**src/rtl/wcache_pkg.sv**
```systemverilog
// Package: shared phase type for the coalescing write cache.
// Assumes nothing beyond a two-phase execute/publish scheme.
package wcache_pkg;
    typedef enum logic {
        PH_EXEC  = 1'b0,
        PH_FLUSH = 1'b1
    } phase_t;
endpackage

```
**src/rtl/wc_match.sv**
```systemverilog
// wc_match: compares one address against every entry tag.
// Assumes at most one valid tag equals any address (caller keeps tags unique).
module wc_match #(
    parameter int N      = 4,
    parameter int ADDR_W = 16
) (
    input  logic [ADDR_W-1:0]         addr,
    input  logic [N-1:0][ADDR_W-1:0]  tags,
    input  logic [N-1:0]              valid,
    output logic [N-1:0]              hit
);
    for (genvar i = 0; i < N; i++) begin : g_cmp
        // Per-entry tag compare gated by entry validity.
        assign hit[i] = valid[i] && (tags[i] == addr);
    end
endmodule

```
**src/rtl/wc_first.sv**
```systemverilog
// wc_first: returns the index of the lowest set request bit and whether any is set.
// Assumes N >= 2.
module wc_first #(
    parameter int N     = 4,
    localparam int IDX_W = $clog2(N)
) (
    input  logic [N-1:0]     req,
    output logic [IDX_W-1:0] idx,
    output logic             any
);
    // Scan from the top down so the lowest set bit wins.
    always_comb begin
        idx = '0;
        for (int i = N - 1; i >= 0; i--) begin
            if (req[i]) idx = IDX_W'(i);
        end
        any = |req;
    end
endmodule

```
**src/rtl/wc_phase_fsm.sv**
```systemverilog
// wc_phase_fsm: tracks execute/publish phase of the write cache.
// Assumes flush_start is ignored once a flush is already running.
module wc_phase_fsm
    import wcache_pkg::*;
(
    input  logic clk,
    input  logic rst_n,
    input  logic flush_start,
    input  logic empty,
    output logic flushing,
    output logic flush_done
);
    phase_t state_q;

    // Phase register: enter flush on start, leave when drained.
    always_ff @(posedge clk) begin
        if (!rst_n) begin
            state_q <= PH_EXEC;
        end else begin
            case (state_q)
                PH_EXEC:  if (flush_start) state_q <= PH_FLUSH;
                PH_FLUSH: if (empty)       state_q <= PH_EXEC;
                default:                   state_q <= PH_EXEC;
            endcase
        end
    end

    // Phase decode for the datapath.
    always_comb begin
        flushing   = (state_q == PH_FLUSH);
        flush_done = flushing && empty;
    end
endmodule

```
**src/rtl/coalesce_wcache.sv**
```systemverilog
// coalesce_wcache: fully associative store buffer that merges same-address
// stores by byte mask, serves load lookups, and drains all entries to memory
// on a flush. Assumes DEPTH >= 2 and DATA_W a multiple of 8.
module coalesce_wcache #(
    parameter int ADDR_W = 16,
    parameter int DATA_W = 32,
    parameter int DEPTH  = 4,
    localparam int BE_W  = DATA_W / 8,
    localparam int IDX_W = $clog2(DEPTH)
) (
    input  logic              clk,
    input  logic              rst_n,
    input  logic              st_valid,
    input  logic [ADDR_W-1:0] st_addr,
    input  logic [DATA_W-1:0] st_data,
    input  logic [BE_W-1:0]   st_be,
    output logic              st_stall,
    input  logic              ld_valid,
    input  logic [ADDR_W-1:0] ld_addr,
    output logic              ld_hit,
    output logic [DATA_W-1:0] ld_data,
    output logic [BE_W-1:0]   ld_be,
    output logic              ld_refused,
    input  logic              flush_start,
    output logic              mem_valid,
    input  logic              mem_ready,
    output logic [ADDR_W-1:0] mem_addr,
    output logic [DATA_W-1:0] mem_data,
    output logic [BE_W-1:0]   mem_be,
    output logic              overflow,
    output logic              flush_done
);
    logic [DEPTH-1:0]             valid_q;
    logic [DEPTH-1:0][ADDR_W-1:0] addr_q;
    logic [DEPTH-1:0][DATA_W-1:0] data_q;
    logic [DEPTH-1:0][BE_W-1:0]   be_q;
    logic                         ovf_q;

    logic [DEPTH-1:0] st_hit_vec, ld_hit_vec;
    logic [IDX_W-1:0] st_idx, ld_idx, free_idx, out_idx;
    logic             st_any, ld_any, free_any, out_any;
    logic             flushing, st_take;

    wc_match #(.N(DEPTH), .ADDR_W(ADDR_W)) u_st_match (
        .addr(st_addr), .tags(addr_q), .valid(valid_q), .hit(st_hit_vec));
    wc_match #(.N(DEPTH), .ADDR_W(ADDR_W)) u_ld_match (
        .addr(ld_addr), .tags(addr_q), .valid(valid_q), .hit(ld_hit_vec));

    wc_first #(.N(DEPTH)) u_st_pick   (.req(st_hit_vec), .idx(st_idx),   .any(st_any));
    wc_first #(.N(DEPTH)) u_ld_pick   (.req(ld_hit_vec), .idx(ld_idx),   .any(ld_any));
    wc_first #(.N(DEPTH)) u_free_pick (.req(~valid_q),   .idx(free_idx), .any(free_any));
    wc_first #(.N(DEPTH)) u_out_pick  (.req(valid_q),    .idx(out_idx),  .any(out_any));

    wc_phase_fsm u_fsm (
        .clk(clk), .rst_n(rst_n), .flush_start(flush_start),
        .empty(!out_any), .flushing(flushing), .flush_done(flush_done));

    // Store admission: blocked at the phase boundary and during the flush.
    always_comb begin
        st_stall = flushing || flush_start;
        st_take  = st_valid && !st_stall;
    end

    // Load lookup: refused during flush, otherwise served from the entry array.
    always_comb begin
        ld_refused = ld_valid && flushing;
        ld_hit     = ld_valid && !flushing && ld_any;
        ld_data    = ld_hit ? data_q[ld_idx] : '0;
        ld_be      = ld_hit ? be_q[ld_idx]   : '0;
    end

    // Memory write port: offer the lowest held entry while flushing.
    always_comb begin
        mem_valid = flushing && out_any;
        mem_addr  = addr_q[out_idx];
        mem_data  = data_q[out_idx];
        mem_be    = be_q[out_idx];
        overflow  = ovf_q;
    end

    // Entry array update: merge, allocate, flag overflow, retire on drain.
    always_ff @(posedge clk) begin
        if (!rst_n) begin
            valid_q <= '0;
            ovf_q   <= 1'b0;
        end else begin
            if (flush_done) begin
                ovf_q <= 1'b0;
            end else if (st_take) begin
                if (st_any) begin
                    for (int b = 0; b < BE_W; b++) begin
                        if (st_be[b]) data_q[st_idx][b*8 +: 8] <= st_data[b*8 +: 8];
                    end
                    be_q[st_idx] <= be_q[st_idx] | st_be;
                end else if (free_any) begin
                    valid_q[free_idx] <= 1'b1;
                    addr_q[free_idx]  <= st_addr;
                    data_q[free_idx]  <= st_data;
                    be_q[free_idx]    <= st_be;
                end else begin
                    ovf_q <= 1'b1;
                end
            end
            if (mem_valid && mem_ready) valid_q[out_idx] <= 1'b0;
        end
    end
endmodule

```
**config.mk**
```make
export PLATFORM = sky130hd
export DESIGN_NAME = coalesce_wcache
export DESIGN_NICKNAME = d
export VERILOG_FILES = /design/src/rtl/wcache_pkg.sv /design/src/rtl/wc_match.sv /design/src/rtl/wc_first.sv /design/src/rtl/wc_phase_fsm.sv /design/src/rtl/coalesce_wcache.sv
export SDC_FILE = /design/constraint.sdc
export NUM_CORES = 1
export LEC_CHECK = 0
export CAP_MARGIN = 30
export CORE_MARGIN = 2
export CORE_UTILIZATION = 56
export DETAILED_ROUTE_END_ITERATION = 12
export PLACE_DENSITY_LB_ADDON = 0.1
export SLEW_MARGIN = 20
export SYNTH_ARGS = -nofsm -noshare
export SYNTH_HDL_FRONTEND = slang
export SYNTH_SLANG_ARGS = --single-unit
export TNS_END_PERCENT = 30
```
**constraint.sdc**
```tcl
create_clock -name clk -period 4.5 [get_ports clk]
set_input_delay 0.675 -clock clk [delete_from_list [all_inputs] [get_ports clk]]
set_output_delay 0.675 -clock clk [all_outputs]
set_load 0.1 [all_outputs]
```
==> results.json <==
{
  "overflow": 0,
  "rsz0062_at_grt": "true",
  "reg2reg_depth": 8,
  "fillers": 1520,
  "drc": 0,
  "grt.total_usage_pct": 30.3,
  "finalCriticalPeriod_ns": 4.43,
  "syn_nets": 1084,
  "grt_max_degree": 44,
  "worst-setup-path-type": "in -> out",
  "max_freq_mhz": 226,
  "synth_edf_count": 208,
  "avgRoutedWirePerCell_um": 22.6,
  "start_util_pct": 56.9,
  "endpoint": "ld_be[3]",
  "hold_violations": 0,
  "maxSlewViolCount": 0,
  "ios": 168,
  "grt_pass1_vias": 9308,
  "cts_tree": "built",
  "status": "finished clean",
  "cts_hold_buffers": 0,
  "via_per_inst": 6.15,
  "core_um2": 21000,
  "fin_worst_skew_ns": 0.0115,
  "final_area_um2": 15400,
  "grt_antenna_before_repair": 1,
  "synth_top_area_cell": "edfxtp_1",
  "cts_sinks": 214,
  "ant_nets": 0,
  "synthTopCellsByArea": "edfxtp_1, mux2i_1, xnor2_1",
  "ys_seq_area_share_pct": 53.4,
  "crit_path_start": "ld_addr[14]",
  "met2_length_um": 16400,
  "synth-main-ff-cell": "edfxtp_1",
  "finalNetCount": 1280,
  "place_area_um2": 14400,
  "dr_wl_met3_um": 3210,
  "m1WireLength_um": 13500,
  "crit_fanout": 16,
  "htree_levels": 1,
  "fp.dieArea_um2": 22500,
  "startpoint_type": "input port",
  "power.leakage_nw": 5.27,
  "endpoint_kind": "output pin",
  "reg2reg_from": "addr_q[25]",
  "n_antenna_cell": 0,
  "cp.required_ns": 3.83,
  "yosysUniqueCellTypes": 48,
  "finalSetupViolCount": 0,
  "layout-drive-gt1-share_pct": 20.5,
  "syn_area_um2": 11900,
  "avgSynthCellArea_um2": 11.8,
  "routed.top_layer": "met5",
  "finalCritPeriodShare_pct": 98.4,
  "tightestPinTransition_ns": 0.970,
  "worst_r2r_endpoint": "data_q[3]",
  "syn_inst": 1010,
  "clk_pin_slew_ns": 0.06,
  "place_congestion": 0.932,
  "worstHoldPathType": "reg -> reg",
  "vdd_drop_max_uv": 373,
  "grt_pass1_wl_um": 52000,
  "hpwl_um": 23300,
  "clockBufferDepth": 3,
  "ys_ff_latch": 214,
  "clk_latency_ns": 0.52,
  "drv_cap": 0,
  "port_buffers": 167,
  "die_h_um": 150,
  "numCtsBuffers": 24,
  "relSlewSlack_pct": 35.1,
  "cp.arrival_ns": 3.75,
  "drtIter0Drc": 887,
  "synth_top_cell_area_share_pct": 52.4,
  "root_buffer": "clkbuf_16",
  "dr.pass1.iters": 8,
  "totalWireLength_um": 33900,
  "rrSetupSlack_ns": 1.11,
  "pwr_density_cell_nw_per_um2": 301,
  "num_vias": 9214,
  "die_x_um": 150,
  "ys_async_sr_fraction_pct": 0,
  "synthToLayoutAreaGrowth_pct": 28.8,
  "num_rows": 53,
  "whs_ns": 0.543,
  "finalWorstSetupSlack_ns": 0.0716,
  "post-place-ws_ns": -0.0233,
  "power_mw": 4.61,
  "ys_warn_count": 0
}
layout make-up:
type                    instances  area, µm²  share of cell area, %
clock buffers                  35        713                   4.65
inverters                       4       15.0                 0.0978
clock inverters                 8       63.8                  0.416
well taps                     275        344                   2.24
multi-input cells             722       5280                   34.4
repair buffers                240       2570                   16.7
flip-flops and latches        214       6370                   41.5
registers in the layout, summed over array words and instances (netlist names):
signal,count
u_fsm.flushing,1
be_q,16
overflow,1
addr_q,64
data_q,128
valid_q,4
Yosys cell counts (12+ instances only):
cell      number
mux2i_1       72
xnor2_1       72
edfxtp_1     208
o22ai_2       24
nand2_1      125
clkbuf_1      39
nor4_1        28
and2_1        67
xor2_1        56
nor3b_1       67
nor3_1        13
buf_2         16
a222oi_1      52
nor2_1        37
a21oi_1       21
o22ai_1       12
placed cells by master (no fill, tap or decap), drive strengths merged, types with 2 or more instances in the layout:
| cell | n |
|---|---|
| nor4b | 3 |
| a222oi | 52 |
| mux2i | 72 |
| nand4 | 11 |
| edfxtp | 208 |
| o22ai | 36 |
| o21a | 6 |
| xor2 | 56 |
| a21o | 7 |
| nand2 | 125 |
| nor3b | 67 |
| clkdlybuf4s50 | 75 |
| or3 | 3 |
| and3 | 2 |
| clkinv | 6 |
| a21oi | 21 |
| o21bai | 2 |
| dfxtp | 6 |
| nor2 | 42 |
| a31oi | 2 |
| buf | 162 |
| nand3 | 10 |
| nor4 | 30 |
| and2 | 67 |
| inv | 4 |
| xnor2 | 72 |
| nor3 | 14 |
| dlymetal6s2s | 3 |
| nor2b | 4 |
| o21ai | 6 |
| or4 | 4 |
| clkbuf | 35 |
where the power goes:
group          internal (mW)  switching [mW]
registers               2.20          0.0164
logic                  0.178           0.310
clock network           1.15           0.766
cell families after synthesis:
group / Yosys count / share of synthesized area [%]
buffers and inverters: 74 / 3.46
and+or+nand+nor: 385 / 17.6
DFF: 214 / 53.4
xor gates and xnor gates: 128 / 9.40
muxes: 72 / 6.04
AOI/OAI and AO/OA: 137 / 10.1
worst min path at each step:
stage              startpoint             end  slack [ns]  cells after the start
2_1_floorplan  u_fsm.flushing  u_fsm.flushing        0.56                      2
3_3_place_gp         overflow        overflow        0.54                      2
3_5_place_dp         overflow        overflow        0.54                      2
4_1_cts              overflow        overflow        0.56                      2
5_1_grt              overflow        overflow        0.58                      2
6_report             overflow        overflow        0.54                      2
worst max-delay path, stage by stage:
cell and delay [ns]:
clkdlybuf4s50_1 0.51, xor2_1 0.19, nor4_2 0.31, nand2_1 0.14, or4_1 0.59, a211oi_4 0.26
buf_12 0.21, buf_4 0.13, mux2i_1 0.29, o22ai_1 0.19, buf_12 0.23
timing repair:
| action | 4_1_cts | 5_1_grt |
|---|---|---|
| setup buffers | 0 | 10 |
| cloned | 0 | 0 |
| endpoints found under the setup margin | 8 | 33 |
| gates resized for setup | 1 | 6 |
| pin swaps | 0 | 1 |
layer usage:
metal	track usage, %	up-vias
li1	-	4205
met1	40.5	4452
met2	50.1	482
met3	5.79	73
met4	9.48	2
met5	0	-
metrics by stage:
stage	cells	setup TNS, ns	util [%]
6_report	1498	0	73.3
5_1_grt	1498	-0.00813	73.3
4_1_cts	1487	0	72.7
3_5_place_dp	1444	-0.0607	68.9
3_3_place_gp	1443	0	68.9
2_1_floorplan	1010	-0.827	-
Power figures use the tool's default switching activity.
